## config.mk

```make
export PLATFORM = sky130hd
export DESIGN_NAME = msi_cap_ctrl
export DESIGN_NICKNAME = d
export VERILOG_FILES = /design/src/rtl/msi_cap_pkg.sv /design/src/rtl/msi_cfg_regs.sv /design/src/rtl/msi_vec_tracker.sv /design/src/rtl/msi_low_pick.sv /design/src/rtl/msi_cap_ctrl.sv
export SDC_FILE = /design/constraint.sdc
export NUM_CORES = 1
export LEC_CHECK = 0
export BUFFER_PORTS_ARGS = -buffer_cell sky130_fd_sc_hd__buf_2
export CAP_MARGIN = 20
export CORE_UTILIZATION = 34
export DETAILED_ROUTE_END_ITERATION = 10
export PLACE_DENSITY = 0.63
export SYNTH_ARGS = -nofsm -noshare
export SYNTH_HDL_FRONTEND = slang
export SYNTH_SLANG_ARGS = --single-unit
```

## constraint.sdc

```tcl
create_clock -name clk -period 2.12 [get_ports clk]
set_clock_uncertainty 0.05 [all_clocks]
set_input_delay 0.106 -clock clk [delete_from_list [all_inputs] [get_ports clk]]
set_output_delay 0.106 -clock clk [all_outputs]
set_load 0.02 [all_outputs]
```

## src/rtl/msi_cap_pkg.sv

```systemverilog
package msi_cap_pkg;

    localparam logic [7:0] CAP_ID_MSI = 8'h05;

    typedef enum logic [0:0] {
        ST_IDLE = 1'b0,
        ST_SEND = 1'b1
    } msi_state_e;

    // Smallest n (capped at 5) with 2**n >= count.
    function automatic logic [2:0] mmc_of(input int count);
        logic [2:0] n;
        n = 3'd5;
        for (int k = 5; k >= 0; k--) begin
            if ((1 << k) >= count) n = 3'(k);
        end
        return n;
    endfunction

    // Merge the vector number into the low MME bits of the data word.
    function automatic logic [31:0] fmt_data(input logic [15:0] word,
                                             input logic [2:0]  mme,
                                             input logic [4:0]  vec);
        logic [15:0] low;
        low = (16'h0001 << mme) - 16'h0001;
        return {16'h0000, (word & ~low) | ({11'd0, vec} & low)};
    endfunction

    function automatic logic [31:0] merge_be(input logic [31:0] cur,
                                             input logic [31:0] wr,
                                             input logic [3:0]  be);
        logic [31:0] r;
        for (int b = 0; b < 4; b++) begin
            r[b*8 +: 8] = be[b] ? wr[b*8 +: 8] : cur[b*8 +: 8];
        end
        return r;
    endfunction

endpackage

```

## src/rtl/msi_cfg_regs.sv

```systemverilog
module msi_cfg_regs
    import msi_cap_pkg::*;
#(
    parameter int         NUM_VEC  = 8,
    parameter bit         ADDR64   = 1'b1,
    parameter logic [7:0] NEXT_PTR = 8'h00
) (
    input  logic               clk,
    input  logic               rst_n,
    input  logic               wr_en,
    input  logic [2:0]         dw_idx,
    input  logic [3:0]         be,
    input  logic [31:0]        wdata,
    input  logic [NUM_VEC-1:0] pending,
    output logic [31:0]        rdata,
    output logic               msi_en,
    output logic [2:0]         mme,
    output logic [63:0]        base_addr,
    output logic [15:0]        data_word,
    output logic [NUM_VEC-1:0] mask,
    output logic [NUM_VEC-1:0] mask_clr
);

    localparam logic [2:0] DW_HDR  = 3'd0;
    localparam logic [2:0] DW_ALO  = 3'd1;
    localparam logic [2:0] DW_AHI  = 3'd2;
    localparam logic [2:0] DW_DATA = ADDR64 ? 3'd3 : 3'd2;
    localparam logic [2:0] DW_MASK = DW_DATA + 3'd1;
    localparam logic [2:0] DW_PEND = DW_MASK + 3'd1;
    localparam logic [2:0] MMC     = mmc_of(NUM_VEC);

    logic              en_q;
    logic [2:0]        mme_q;
    logic [31:0]       alo_q;
    logic [31:0]       ahi;
    logic [15:0]       data_q;
    logic [NUM_VEC-1:0] mask_q;
    logic [NUM_VEC-1:0] mask_nx;
    logic [15:0]       ctrl;
    logic [31:0]       mask_rd;
    logic [31:0]       pend_rd;

    logic hit_hdr, hit_alo, hit_data, hit_mask;
    assign hit_hdr  = wr_en && (dw_idx == DW_HDR);
    assign hit_alo  = wr_en && (dw_idx == DW_ALO);
    assign hit_data = wr_en && (dw_idx == DW_DATA);
    assign hit_mask = wr_en && (dw_idx == DW_MASK);

    // Control: only enable and MME take writes, through byte lane 2.
    always_ff @(posedge clk) begin
        if (!rst_n) begin
            en_q  <= 1'b0;
            mme_q <= 3'd0;
        end else if (hit_hdr && be[2]) begin
            en_q  <= wdata[16];
            mme_q <= wdata[22:20];
        end
    end

    always_ff @(posedge clk) begin
        if (!rst_n) begin
            alo_q <= '0;
        end else if (hit_alo) begin
            alo_q <= merge_be(alo_q, wdata, be);
        end
    end

    generate
        if (ADDR64) begin : g_hi
            logic [31:0] ahi_q;
            logic        hit_ahi;
            assign hit_ahi = wr_en && (dw_idx == DW_AHI);
            always_ff @(posedge clk) begin
                if (!rst_n) begin
                    ahi_q <= '0;
                end else if (hit_ahi) begin
                    ahi_q <= merge_be(ahi_q, wdata, be);
                end
            end
            assign ahi = ahi_q;
        end else begin : g_no_hi
            assign ahi = '0;
        end
    endgenerate

    always_ff @(posedge clk) begin
        if (!rst_n) begin
            data_q <= '0;
        end else if (hit_data) begin
            if (be[0]) data_q[7:0]  <= wdata[7:0];
            if (be[1]) data_q[15:8] <= wdata[15:8];
        end
    end

    // Per-bit lane select for the mask.
    generate
        for (genvar i = 0; i < NUM_VEC; i++) begin : g_mask
            assign mask_nx[i] = be[i / 8] ? wdata[i] : mask_q[i];
        end
    endgenerate

    always_ff @(posedge clk) begin
        if (!rst_n) begin
            mask_q <= '0;
        end else if (hit_mask) begin
            mask_q <= mask_nx;
        end
    end

    assign mask_clr = hit_mask ? (mask_q & ~mask_nx) : '0;

    assign ctrl = {7'd0, 1'b1, ADDR64, mme_q, MMC, en_q};

    always_comb begin
        mask_rd = '0;
        mask_rd[NUM_VEC-1:0] = mask_q;
        pend_rd = '0;
        pend_rd[NUM_VEC-1:0] = pending;
    end

    always_comb begin
        rdata = '0;
        if (dw_idx == DW_HDR)                  rdata = {ctrl, NEXT_PTR, CAP_ID_MSI};
        else if (dw_idx == DW_ALO)             rdata = alo_q;
        else if (ADDR64 && dw_idx == DW_AHI)   rdata = ahi;
        else if (dw_idx == DW_DATA)            rdata = {16'h0000, data_q};
        else if (dw_idx == DW_MASK)            rdata = mask_rd;
        else if (dw_idx == DW_PEND)            rdata = pend_rd;
    end

    assign msi_en    = en_q;
    assign mme       = mme_q;
    assign base_addr = {ahi, alo_q};
    assign data_word = data_q;
    assign mask      = mask_q;

endmodule

```

## src/rtl/msi_vec_tracker.sv

```systemverilog
module msi_vec_tracker #(
    parameter int NUM_VEC = 8
) (
    input  logic               clk,
    input  logic               rst_n,
    input  logic [NUM_VEC-1:0] irq_req,
    input  logic               msi_en,
    input  logic [NUM_VEC-1:0] mask,
    input  logic [NUM_VEC-1:0] mask_clr,
    input  logic [NUM_VEC-1:0] take_oh,
    output logic [NUM_VEC-1:0] rise,
    output logic [NUM_VEC-1:0] pending,
    output logic [NUM_VEC-1:0] owed
);

    logic [NUM_VEC-1:0] req_q;
    logic [NUM_VEC-1:0] pend_q;
    logic [NUM_VEC-1:0] owed_q;
    logic [NUM_VEC-1:0] fire_now;
    logic [NUM_VEC-1:0] defer_now;
    logic [NUM_VEC-1:0] replay;

    assign rise      = irq_req & ~req_q & {NUM_VEC{msi_en}};
    assign fire_now  = rise & ~mask;
    assign defer_now = rise & mask;
    assign replay    = mask_clr & pend_q & {NUM_VEC{msi_en}};

    always_ff @(posedge clk) begin
        if (!rst_n) begin
            req_q  <= '0;
            pend_q <= '0;
            owed_q <= '0;
        end else begin
            req_q  <= irq_req;
            pend_q <= (pend_q & ~fire_now & ~replay) | defer_now;
            owed_q <= (owed_q & ~take_oh) | fire_now | replay;
        end
    end

    assign pending = pend_q;
    assign owed    = owed_q;

endmodule

```

## src/rtl/msi_low_pick.sv

```systemverilog
module msi_low_pick #(
    parameter int NUM_VEC = 8,
    localparam int IDXW   = (NUM_VEC > 1) ? $clog2(NUM_VEC) : 1
) (
    input  logic [NUM_VEC-1:0] req,
    output logic               found,
    output logic [IDXW-1:0]    idx,
    output logic [NUM_VEC-1:0] onehot
);

    always_comb begin
        found  = 1'b0;
        idx    = '0;
        onehot = '0;
        for (int i = NUM_VEC - 1; i >= 0; i--) begin
            if (req[i]) begin
                found  = 1'b1;
                idx    = IDXW'(i);
                onehot = '0;
                onehot[i] = 1'b1;
            end
        end
    end

endmodule

```

## src/rtl/msi_cap_ctrl.sv

```systemverilog
module msi_cap_ctrl
    import msi_cap_pkg::*;
#(
    parameter int         NUM_VEC  = 8,
    parameter bit         ADDR64   = 1'b1,
    parameter logic [7:0] NEXT_PTR = 8'h00
) (
    input  logic               clk,
    input  logic               rst_n,
    input  logic               cfg_wr,
    input  logic [2:0]         cfg_dw,
    input  logic [3:0]         cfg_be,
    input  logic [31:0]        cfg_wdata,
    output logic [31:0]        cfg_rdata,
    input  logic [NUM_VEC-1:0] irq_req,
    output logic               msg_valid,
    input  logic               msg_ready,
    output logic [63:0]        msg_addr,
    output logic [31:0]        msg_data
);

    localparam int IDXW = (NUM_VEC > 1) ? $clog2(NUM_VEC) : 1;

    logic               msi_en;
    logic [2:0]         mme;
    logic [63:0]        base_addr;
    logic [15:0]        data_word;
    logic [NUM_VEC-1:0] mask;
    logic [NUM_VEC-1:0] mask_clr;
    logic [NUM_VEC-1:0] rise_vec;
    logic [NUM_VEC-1:0] pending;
    logic [NUM_VEC-1:0] owed;
    logic [NUM_VEC-1:0] pick_oh;
    logic [NUM_VEC-1:0] take_oh;
    logic               pick_found;
    logic [IDXW-1:0]    pick_idx;
    logic               take;

    msi_state_e  state_q, state_nx;
    logic [63:0] addr_q;
    logic [31:0] data_q;

    msi_cfg_regs #(
        .NUM_VEC  (NUM_VEC),
        .ADDR64   (ADDR64),
        .NEXT_PTR (NEXT_PTR)
    ) u_regs (
        .clk       (clk),
        .rst_n     (rst_n),
        .wr_en     (cfg_wr),
        .dw_idx    (cfg_dw),
        .be        (cfg_be),
        .wdata     (cfg_wdata),
        .pending   (pending),
        .rdata     (cfg_rdata),
        .msi_en    (msi_en),
        .mme       (mme),
        .base_addr (base_addr),
        .data_word (data_word),
        .mask      (mask),
        .mask_clr  (mask_clr)
    );

    msi_vec_tracker #(
        .NUM_VEC (NUM_VEC)
    ) u_track (
        .clk      (clk),
        .rst_n    (rst_n),
        .irq_req  (irq_req),
        .msi_en   (msi_en),
        .mask     (mask),
        .mask_clr (mask_clr),
        .take_oh  (take_oh),
        .rise     (rise_vec),
        .pending  (pending),
        .owed     (owed)
    );

    msi_low_pick #(
        .NUM_VEC (NUM_VEC)
    ) u_pick (
        .req    (owed),
        .found  (pick_found),
        .idx    (pick_idx),
        .onehot (pick_oh)
    );

    // State register.
    always_ff @(posedge clk) begin
        if (!rst_n) state_q <= ST_IDLE;
        else        state_q <= state_nx;
    end

    // Next state: take / wait from IDLE, accept / stall from SEND.
    always_comb begin
        state_nx = state_q;
        take     = 1'b0;
        unique case (state_q)
            ST_IDLE: begin
                if (pick_found && msi_en) begin
                    take     = 1'b1;
                    state_nx = ST_SEND;
                end
            end
            ST_SEND: begin
                if (msg_ready) state_nx = ST_IDLE;
            end
        endcase
    end

    assign take_oh = pick_oh & {NUM_VEC{take}};

    // Message latch, loaded on take.
    always_ff @(posedge clk) begin
        if (!rst_n) begin
            addr_q <= '0;
            data_q <= '0;
        end else if (take) begin
            addr_q <= base_addr;
            data_q <= fmt_data(data_word, mme, 5'(pick_idx));
        end
    end

    // Outputs.
    always_comb begin
        msg_valid = (state_q == ST_SEND);
        msg_addr  = addr_q;
        msg_data  = data_q;
    end

endmodule

```

==> flow_metrics.tcl <==
set metrics [dict create \
    reg2reg_from "u_track.owed[0]" \
    synthCells 1021 \
    seq_area_um2 3944 \
    hold_viol_final 0 \
    multi_input_comb_area_um2 3847 \
    synth_top_area_share 0.4825 \
    status "complete, no violations" \
    clock_latency_ns 0.44 \
    antenna_left 0 \
    route.detailed.drc 0 \
    yosys.area_share.xor_xnor 0 \
    drv_cap 0 \
    grt_pass1_wl_um 38140 \
    die_w_um 157.0 \
    ctsResizeCount 0 \
    area_delta_synth_final_pct 27.04 \
    synth_cell_types 46 \
    setup_viol 0 \
    vias 7625 \
    r2r_end "msg_data[15]" \
    die_area_um2 24660 \
    fin_tns_setup_ns 0 \
    core_um2 23540 \
    ys_warn_count 0 \
    start_util 0.3472 \
    yosys.area_share.simple 0.2309 \
    min_to "u_regs.ahi[25]" \
    hold-worst-slack_ns 0.04298 \
    end_kind "flop" \
    critPathMaxFanout 37 \
    period_needed_ns 1.885 \
    port_buffers 163 \
    maxSlewHeadroom 0.6068 \
    grt_max_degree 48 \
    cts_buffers 17 \
    row_count 56 \
    startpoint "u_track.owed[0]" \
    synth_compound_area_frac 0.1611 \
    clock_path_buffers 2 \
    synthTopCellsByArea "dfxtp_1, nand2_1, a21oi_1" \
    p_per_area_nw_per_um2 711.2 \
    die_y_um 157.0 \
    vdd_drop_max_v 0.0003767 \
    synth_adder_area_share 0.001531 \
    synth_mux_area_frac 0.06491 \
    firstDrtPassIters 5 \
    max_freq_mhz 530.6 \
    syn-cell-area_um2 8173 \
    worst_ep_required_time_ns 2.39 \
    async_reset_ff_frac 0 \
    critPathLaunchType "flop" \
    hold_class "input port to flop" \
    post-route-period-util 0.8890 \
    drt_wl_total_um 24760 \
    yosysTopAreaCell "dfxtp_1" \
    hpwl_um 17020 \
    synth_area_per_cell_um2 8.005 \
    drtIter0Drc 485 \
    fill_cells 2409 \
    cts_tree "built" \
    reg2reg_slack_ns 0.24 \
    ys.flop_type "dfxtp_1" \
    hold_depth 3 \
    seq_area_frac_synth 0.4825 \
    clock-sinks 197 \
    criticalPathCategory "flop to flop" \
    antenna_found_initial 0 \
    nets 1254 \
    overflow 0 \
    synth_edf_count 0 \
    cts-root-buf "clkbuf_16" \
    drv_slew 0 \
    wire_per_inst_um 16.14 \
    rr_worst_depth 5 \
    p_leak_nw 4.059 \
    viasPerCell 4.971 \
    synth_top_family_by_area "simple AND/OR/NAND/NOR gates" \
    grt_util_all_layers 0.2003 \
    path_clk_slew_ns 0.07 \
    cp.arrival_ns 2.16 \
    min-delay-start "cfg_be[3]" \
    place_congestion 0.8562 \
    tightest_slew_ns 0.5898 \
    h-tree-depth 4 \
    synth_seq_cells 197 \
    grt_pass1_vias 6898 \
    num_antenna_cells 0 \
    io-pin-count 180 \
    drive_gt1_frac 0.2025 \
    grt_setup_unrepaired "false" \
]
==> stage by stage <==
step | std cells | worst slack [ns] | utilization | cell area (µm²) | power (mW)
2_1_floorplan | 1036 | 0.3908 | - | 8229 | 4.105
3_3_place_gp | 1460 | 0.2835 | 0.3995 | 9405 | 4.286
3_5_place_dp | 1460 | 0.2644 | 0.3995 | 9405 | 4.288
4_1_cts | 1534 | 0.2495 | 0.4410 | 10380 | 7.460
5_1_grt | 1534 | 0.1565 | 0.4410 | 10380 | 7.675
6_report | 1534 | 0.2354 | 0.4410 | 10380 | 7.384
==> routing by layer <==
| metal | GRT usage | routed length [µm] |
|---|---|---|
| met1 | 0.2814 | 11730 |
| met2 | 0.3147 | 11480 |
| met3 | 0.03387 | 1315 |
| met4 | 0.05502 | 235 |
| met5 | 0 | 0 |
==> logic make-up (layout without fill, tap and decap cells) <==
| family | count (synthesis) | count (layout) |
|---|---|---|
| compound gates | 237 | 237 |
| buf+inv | 104 | 283 |
| fa+ha+maj | 1 | 1 |
| other cells | 1 | 16 |
| flops | 197 | 197 |
| simple gates | 429 | 429 |
| mux | 52 | 52 |
==> what timing repair did <==
action	4_1_cts	5_1_grt
endpoints found under the hold margin	108	0
buffers inserted	0	0
hold buffers	42	0
==> worst max path at each step <==
stage	to	slack, ns	cells past startpoint
detailed placement	msg_data[15]	0.26	5
floorplan	msg_data[2]	0.39	6
finish	msg_data[15]	0.24	5
CTS	msg_data[15]	0.25	5
global placement	u_regs.data_word[12]	0.28	6
global route	msg_data[15]	0.16	5
==> sequential cells by signal, indices dropped and copies added (netlist names) <==
register,cells
msg_addr,64
u_regs.data_word,16
u_regs.ahi,32
u_regs.mme,3
u_regs.mask,8
u_regs.alo_q,32
u_regs.msi_en,1
u_track.pending,8
u_track.req_q,8
u_track.owed,8
msg_valid,1
msg_data,16
==> layout by cell type, fill, tap and decap left out, drive strengths merged, types with 20 or more instances in the layout <==
master,count
o21ai,20
a21oi,171
nor2,69
nand3,73
a22oi,20
mux2i,44
buf,196
nand2,232
dlygate4sd3,42
dfxtp,197
==> layout make-up <==
| class | instances | share of cell area |
|---|---|---|
| timing repair buffer | 238 | 0.1526 |
| clock inverter | 13 | 0.01097 |
| clock buffer | 19 | 0.04266 |
| tap | 319 | 0.03844 |
| inverter | 13 | 0.004941 |
| sequential | 197 | 0.3798 |
| multi-input combinational | 735 | 0.3706 |
==> power breakdown <==
part / internal, mW / switching, mW / leakage, nW
sequential: 3.73 / 0.0242 / 1.59
clock: 1.58 / 1.54 / 0.273
combinational: 0.195 / 0.318 / 2.20
==> worst max-delay path: stages (launching register included) <==
cell and delay [ns]:
dfxtp_1 0.35, or4_4 0.57, o21a_2 0.38, buf_12 0.24, nand3b_1 0.10, a21oi_1 0.06
==> Yosys cell counts (8+ instances only) <==
cell	instances
a21oi_1	171
nand2_1	232
nand3b_1	11
buf_4	17
buf_2	14
nand3_1	73
nor2_1	69
a22oi_1	20
mux2i_1	44
dfxtp_1	197
and2_1	8
inv_1	11
o21ai_0	19
nand2b_1	10
clkbuf_1	55
mux2_2	8
(Power assumes the default switching activity.)
